--- src/rtl/llc_route_pkg.sv ---
package llc_route_pkg;

    typedef enum logic [3:0] {
        ST_IDLE,
        ST_PRIV_ISSUE,
        ST_PRIV_WAIT,
        ST_SH_ISSUE,
        ST_SH_WAIT,
        ST_BCAST,
        ST_REM_WAIT,
        ST_MEM_WAIT,
        ST_MIGRATE,
        ST_FILL,
        ST_RESP,
        ST_DRAIN
    } route_state_t;

    typedef enum logic [1:0] {
        LVL_PRIV   = 2'd0,
        LVL_SHARED = 2'd1,
        LVL_REMOTE = 2'd2,
        LVL_MEM    = 2'd3
    } hit_level_t;

endpackage

--- src/rtl/llc_bank_map.sv ---
// Bank numbering: a private bank is {core, low line bits}, a shared bank is
// the low line bits alone. Also builds the broadcast mask of the other cores.
module llc_bank_map #(
    parameter int NCORES = 8,
    parameter int CORE_W = 3,
    parameter int PSEL_W = 2,
    localparam int BANK_W = CORE_W + PSEL_W
) (
    input  logic [CORE_W-1:0] own_core,
    input  logic [CORE_W-1:0] holder_core,
    input  logic [BANK_W-1:0] line_lo,
    output logic [BANK_W-1:0] own_bank,
    output logic [BANK_W-1:0] holder_bank,
    output logic [BANK_W-1:0] shared_bank,
    output logic [NCORES-1:0] other_mask
);
    assign own_bank    = {own_core, line_lo[PSEL_W-1:0]};
    assign holder_bank = {holder_core, line_lo[PSEL_W-1:0]};
    assign shared_bank = line_lo;

    for (genvar i = 0; i < NCORES; i++) begin : g_mask
        assign other_mask[i] = (own_core != CORE_W'(i));
    end
endmodule

--- src/rtl/llc_mem_tracker.sv ---
// Remembers whether the memory reply of the current lookup has come back.
module llc_mem_tracker (
    input  logic clk,
    input  logic rst_n,
    input  logic clear,
    input  logic capture,
    output logic seen
);
    always_ff @(posedge clk) begin
        if (!rst_n || clear) seen <= 1'b0;
        else if (capture)    seen <= 1'b1;
    end
endmodule

--- src/rtl/llc_route_ctrl.sv ---
module llc_route_ctrl
    import llc_route_pkg::*;
#(
    parameter int NCORES     = 8,
    parameter int PRIV_BANKS = 4,
    parameter int LINE_W     = 26,
    localparam int CORE_W = $clog2(NCORES),
    localparam int PSEL_W = $clog2(PRIV_BANKS),
    localparam int BANK_W = CORE_W + PSEL_W
) (
    input  logic              clk,
    input  logic              rst_n,
    input  logic              req_valid,
    input  logic [CORE_W-1:0] req_core,
    input  logic [LINE_W-1:0] req_line,
    output logic              busy,
    output logic [LINE_W-1:0] cmd_line,
    output logic              probe_valid,
    output logic [BANK_W-1:0] probe_bank,
    input  logic              bank_rsp_valid,
    input  logic              bank_rsp_hit,
    output logic              remote_probe_valid,
    output logic [NCORES-1:0] remote_mask,
    output logic              mem_req_valid,
    input  logic              remote_rsp_valid,
    input  logic              remote_rsp_hit,
    input  logic [CORE_W-1:0] remote_rsp_core,
    input  logic              mem_rsp_valid,
    output logic              mig_valid,
    output logic [BANK_W-1:0] mig_src_bank,
    output logic [BANK_W-1:0] mig_dst_bank,
    output logic              fill_valid,
    output logic [BANK_W-1:0] fill_bank,
    output logic              rsp_valid,
    output logic              rsp_shared,
    output logic [1:0]        rsp_level
);
    route_state_t      state, state_nx;
    hit_level_t        lvl_q, lvl_nx;
    logic [CORE_W-1:0] core_q, holder_q;
    logic [LINE_W-1:0] line_q;
    logic              accept, mem_seen;
    logic [BANK_W-1:0] own_bank, holder_bank, shared_bank;
    logic [NCORES-1:0] other_mask;

    assign accept = (state == ST_IDLE) && req_valid;

    llc_bank_map #(.NCORES(NCORES), .CORE_W(CORE_W), .PSEL_W(PSEL_W)) map_i (
        .own_core    (core_q),
        .holder_core (holder_q),
        .line_lo     (line_q[BANK_W-1:0]),
        .own_bank    (own_bank),
        .holder_bank (holder_bank),
        .shared_bank (shared_bank),
        .other_mask  (other_mask)
    );

    // A memory reply is tracked only while a lookup is in flight.
    llc_mem_tracker mem_i (
        .clk     (clk),
        .rst_n   (rst_n),
        .clear   (accept),
        .capture (mem_rsp_valid && (state != ST_IDLE)),
        .seen    (mem_seen)
    );

    // State register and request context
    always_ff @(posedge clk) begin
        if (!rst_n) begin
            state    <= ST_IDLE;
            lvl_q    <= LVL_PRIV;
            core_q   <= '0;
            holder_q <= '0;
            line_q   <= '0;
        end else begin
            state <= state_nx;
            lvl_q <= lvl_nx;
            if (accept) begin
                core_q <= req_core;
                line_q <= req_line;
            end
            if (state == ST_REM_WAIT && remote_rsp_valid && remote_rsp_hit)
                holder_q <= remote_rsp_core;
        end
    end

    // Next state
    always_comb begin
        state_nx = state;
        lvl_nx   = lvl_q;
        unique case (state)
            ST_IDLE:       if (req_valid) state_nx = ST_PRIV_ISSUE;
            ST_PRIV_ISSUE: state_nx = ST_PRIV_WAIT;
            ST_PRIV_WAIT:
                if (bank_rsp_valid) begin
                    if (bank_rsp_hit) begin
                        state_nx = ST_RESP;
                        lvl_nx   = LVL_PRIV;
                    end else begin
                        state_nx = ST_SH_ISSUE;
                    end
                end
            ST_SH_ISSUE:   state_nx = ST_SH_WAIT;
            ST_SH_WAIT:
                if (bank_rsp_valid) begin
                    if (bank_rsp_hit) begin
                        state_nx = ST_RESP;
                        lvl_nx   = LVL_SHARED;
                    end else begin
                        state_nx = ST_BCAST;
                    end
                end
            ST_BCAST:      state_nx = ST_REM_WAIT;
            ST_REM_WAIT:
                if (remote_rsp_valid) begin
                    if (remote_rsp_hit) begin
                        state_nx = ST_MIGRATE;
                        lvl_nx   = LVL_REMOTE;
                    end else begin
                        lvl_nx   = LVL_MEM;
                        state_nx = (mem_seen || mem_rsp_valid) ? ST_FILL : ST_MEM_WAIT;
                    end
                end
            ST_MEM_WAIT:   if (mem_rsp_valid) state_nx = ST_FILL;
            ST_MIGRATE:    state_nx = ST_RESP;
            ST_FILL:       state_nx = ST_RESP;
            ST_RESP:
                if (lvl_q == LVL_REMOTE && !(mem_seen || mem_rsp_valid))
                    state_nx = ST_DRAIN;
                else
                    state_nx = ST_IDLE;
            ST_DRAIN:      if (mem_rsp_valid) state_nx = ST_IDLE;
            default:       state_nx = ST_IDLE;
        endcase
    end

    // Outputs
    always_comb begin
        busy               = (state != ST_IDLE);
        cmd_line           = line_q;
        probe_valid        = 1'b0;
        probe_bank         = own_bank;
        remote_probe_valid = 1'b0;
        remote_mask        = other_mask;
        mem_req_valid      = 1'b0;
        mig_valid          = 1'b0;
        mig_src_bank       = holder_bank;
        mig_dst_bank       = shared_bank;
        fill_valid         = 1'b0;
        fill_bank          = own_bank;
        rsp_valid          = 1'b0;
        rsp_shared         = (lvl_q == LVL_SHARED) || (lvl_q == LVL_REMOTE);
        rsp_level          = lvl_q;
        unique case (state)
            ST_PRIV_ISSUE: probe_valid = 1'b1;
            ST_SH_ISSUE: begin
                probe_valid = 1'b1;
                probe_bank  = shared_bank;
            end
            ST_BCAST: begin
                remote_probe_valid = 1'b1;
                mem_req_valid      = 1'b1;
            end
            ST_MIGRATE: mig_valid  = 1'b1;
            ST_FILL:    fill_valid = 1'b1;
            ST_RESP:    rsp_valid  = 1'b1;
            default: ;
        endcase
    end
endmodule

--- config.mk ---
export PLATFORM = sky130hd
export DESIGN_NAME = llc_route_ctrl
export DESIGN_NICKNAME = d
export VERILOG_FILES = /design/src/rtl/llc_route_pkg.sv /design/src/rtl/llc_bank_map.sv /design/src/rtl/llc_mem_tracker.sv /design/src/rtl/llc_route_ctrl.sv
export SDC_FILE = /design/constraint.sdc
export NUM_CORES = 1
export LEC_CHECK = 0
export BUFFER_PORTS_ARGS = -buffer_cell sky130_fd_sc_hd__buf_2
export CAP_MARGIN = 20
export CORE_MARGIN = 10
export CORE_UTILIZATION = 45
export DETAILED_ROUTE_END_ITERATION = 7
export PLACE_DENSITY = 0.77
export SLEW_MARGIN = 20
export SYNTH_ARGS = -nofsm -noshare
export SYNTH_HDL_FRONTEND = slang
export SYNTH_SLANG_ARGS = --single-unit
--- constraint.sdc ---
create_clock -name clk -period 1.8 [get_ports clk]
set_input_delay 0.18 -clock clk [delete_from_list [all_inputs] [get_ports clk]]
set_output_delay 0.18 -clock clk [all_outputs]
set_load 0.01 [all_outputs]
==> metrics.md <==
| Metric | Value |
|---|---|
| Critical Path AT | 1.58 ns |
| Routed Antenna Nets | 0 |
| Chip width | 86.5 microns |
| Number of antenna violations at the first check in global routing | 0 |
| DRT iter0 DRCs | 98 |
| Post-synth EDFFs | 0 |
| Startpoint type of the worst setup path | flip-flop |
| Num rows | 24 |
| Clock sinks | 39 |
| Global-route wire length before repair | 9940 microns |
| Time the worst path needs with I/O delays and setup | 1.76 ns |
| Global-route usage over all layers | 15.7% |
| Core region area | 0.00432 sq mm |
| HP Start | req_line[18] |
| Via count of the first global-routing pass | 2131 |
| Setup repair after global routing missed its margin | yes |
| Detailed Place HPWL | 4880 microns |
| IR Drop Worst-Case VDD | 0.747 mV |
| Post-synthesis instance area | 0.00199 sq mm |
| Unique cell type count in the Yosys netlist | 46 |
| Final-layout worst hold slack | 0.117 ns |
| Leading cell types in the layout, fill and taps excluded | buf_2 (103), nand2_1 (67), a21oi_1 (36), dfxtp_1 (36), buf_4 (24) |
| DR WL/cell | 14.9 microns |
| Master cell of the clock root buffer | clkbuf_8 |
| Leakage power | 1.30 nW |
| Worst path required time | 1.62 ns |
| Max-cap check violation count | 0 |
| IO buf count | 103 |
| Largest incremental delay on the critical path | 0.34 ns |
| Crit path depth | 5 |
| Slew Limit Fails | 0 |
| Starting Density | 46.0% |
| Via-per-instance ratio | 5.09 |
| Maximum number of pins on one net before global-route repair | 18 |
| Net count after synthesis | 301 |
| Die outline area | 0.00748 sq mm |
| Capturing element type of the critical path | primary output |
| Ant. Diodes | 0 |
| Biggest fanout along the worst timing path | 7 |
| Maximum clock frequency | 0.569 GHz |
| Util after Layout | 63.9% |
| Area overhead of the layout relative to synthesis | 38.8% |
| Async S/R FF share, synth | 0% |
| Height of the die | 86.5 microns |
| Clock tree from TritonCTS | done |
| Maximum clock skew at final layout | 0.00363 ns |
| Actual slew at the worst max-slew pin | 0.508 ns |
| Hold bufs inserted after CTS | 0 |
| H-tree lvl count | 2 |
| Total of endpoints with negative setup slack in the final report | 0 |
| IO Pins | 104 |
| Final net count | 403 |
| Worst hold path depth | 3 |
| Final-layout setup total negative slack | 0 ns |
| Most common cell after layout, fill and taps aside | buf_2 |
| Fraction of final layout cells sized beyond drive strength 1 | 42.1% |
| Crit share post-route | 97.6% |
| Register bit total from synthesis | 39 |
| Result of the run | finished clean |
| Worst-case headroom to the max-slew limit | 66.0% |
| Power density over the cells | 1420 mW/mm^2 |
| Top FF cell, synth | dfxtp_1 |
| Worst-case clock buffer depth | 2 |
| Final Wtd Congestion | 0.969 |
| Length in cells of the worst reg-to-reg path | 6 |
| Avg Synthesized Cell Area | 7.66 sq um |
| Mapped Cells | 260 |
| WS Path Type | flip-flop to primary output |
| Reg2Reg Launch Point | state[1] |
| Final WL | 6170 microns |
| Buffers plus inverters on the worst setup path | 2 |
| Clock slew seen by the registers of the worst setup and hold paths | 0.08 ns |
| Endpoint of the lowest-slack register-to-register path | state[0] |
| Ys Warns | 0 |
| Hold Vio Cnt, Final | 0 |
| Cell chain of the critical path | buf_4 -> nand2b_4 -> nor2_4 -> mux2_4 -> buf_2 |
| Hold path endpoint | cmd_line[18] |
| Slowest-stage cell, CP | dfxtp_2 |
| Filler cell count in the final layout | 403 |
| Critical path's top delay family | flip-flops |
| Detailed-route via count | 2111 |
| Number of design rule violations left after detail routing | 0 |
| Drt first pass iters | 4 |
| Clock buffers created by TritonCTS | 5 |
| Congestion Overflow GR | 0 |
| Latest clock arrival within the worst-skew pair | 0.29 ns |
| Kind of path behind the tightest hold check | input port to flip-flop |
| Portion of the post-synthesis area used by sequential elements | 39.2% |
| Register-to-register setup slack | 0.04 ns |
## layer usage
layer / wire length [microns] / GRT usage, % / share of wire (%)
met1: 2490 / 18.0 / 40
met2: 3150 / 25.8 / 51
met3: 509 / 5.25 / 8.2
met4: 16 / 6.63 / 0.26
met5: 0 / 0 / 0
## synthesized netlist by cell type (4+ instances only)
library cell | count | area share, %
a21oi_1 | 36 | 9.1
buf_2 | 5 | 1.3
buf_4 | 12 | 4.5
clkbuf_1 | 11 | 2.1
dfxtp_1 | 39 | 39
inv_1 | 6 | 1.1
mux2i_1 | 4 | 2.0
nand2_1 | 67 | 13
nand2b_1 | 6 | 1.9
nand3b_1 | 4 | 1.5
nor2_1 | 14 | 2.6
nor3_1 | 5 | 1.3
## metrics by stage
stage | cell area, sq um | power, mW | setup slack [ns] | cells
final | 2760 | 3.94 | 0.0427 | 415
after global routing | 2760 | 4.23 | -0.00441 | 415
after CTS | 2700 | 3.87 | -0.0521 | 414
after detailed placement | 2560 | 3.06 | 0.0537 | 406
after global placement | 2560 | 3.03 | 0.0935 | 406
after floorplan | 1990 | 2.40 | 0.174 | 260
## state kept, by name, indices dropped and copies added, names as in the netlist
signal and count:
cmd_line 26, state 4, core_q 3, holder_q 3, rsp_level 2, mem_i.seen 1
## tightest hold or removal path, delay by kind of cell
| family | cells | cell delay (ns) |
|---|---|---|
| and+or+nand+nor | 1 | 0.04 |
| AOI/OAI and AO/OA | 1 | 0.05 |
| buffers and inverters | 1 | 0.09 |
## layout make-up
type | instances | area (sq um) | area share [%]
Inverter | 7 | 26.3 | 0.951
Clock buffer | 6 | 82.6 | 2.99
Clock inverter | 2 | 38.8 | 1.40
Sequential cell | 39 | 785 | 28.4
Multi-Input combinational cell | 182 | 1070 | 38.8
Timing Repair Buffer | 127 | 696 | 25.2
Tap cell | 52 | 65.1 | 2.35
## power breakdown
group          switching (mW)  internal [mW]  total [mW]  leakage [nW]
clock network           0.326          0.456       0.783        0.0618
registers               0.190           1.05        1.24         0.320
logic                    1.03          0.876        1.91         0.921
## timing repair
item	CTS	global route
setup buffers	0	1
pin swaps	1	1
gates resized for setup	5	11
setup endpoints to repair	4	31
## kinds of logic after synthesis
family	count (synthesis)	share of synthesized area (%)
and+or+nand+nor	112	26.0
AOI/OAI and AO/OA	58	18.0
buffers and inverters	39	10.3
DFF	39	39.2
muxes	8	4.40
xor gates and xnor gates	2	0.880
adders and majority gates	2	1.13
## worst max-delay path by stage
stage | from | slack, ns | end
floorplan | state[1] | 0.17 | state[0]
global placement | state[0] | 0.09 | state[1]
detailed placement | state[0] | 0.05 | state[1]
CTS | state[3] | -0.05 | probe_bank[4]
global route | state[0] | -0.004 | state[1]
finish | state[3] | 0.04 | probe_bank[4]
(Power assumes the default switching activity.)
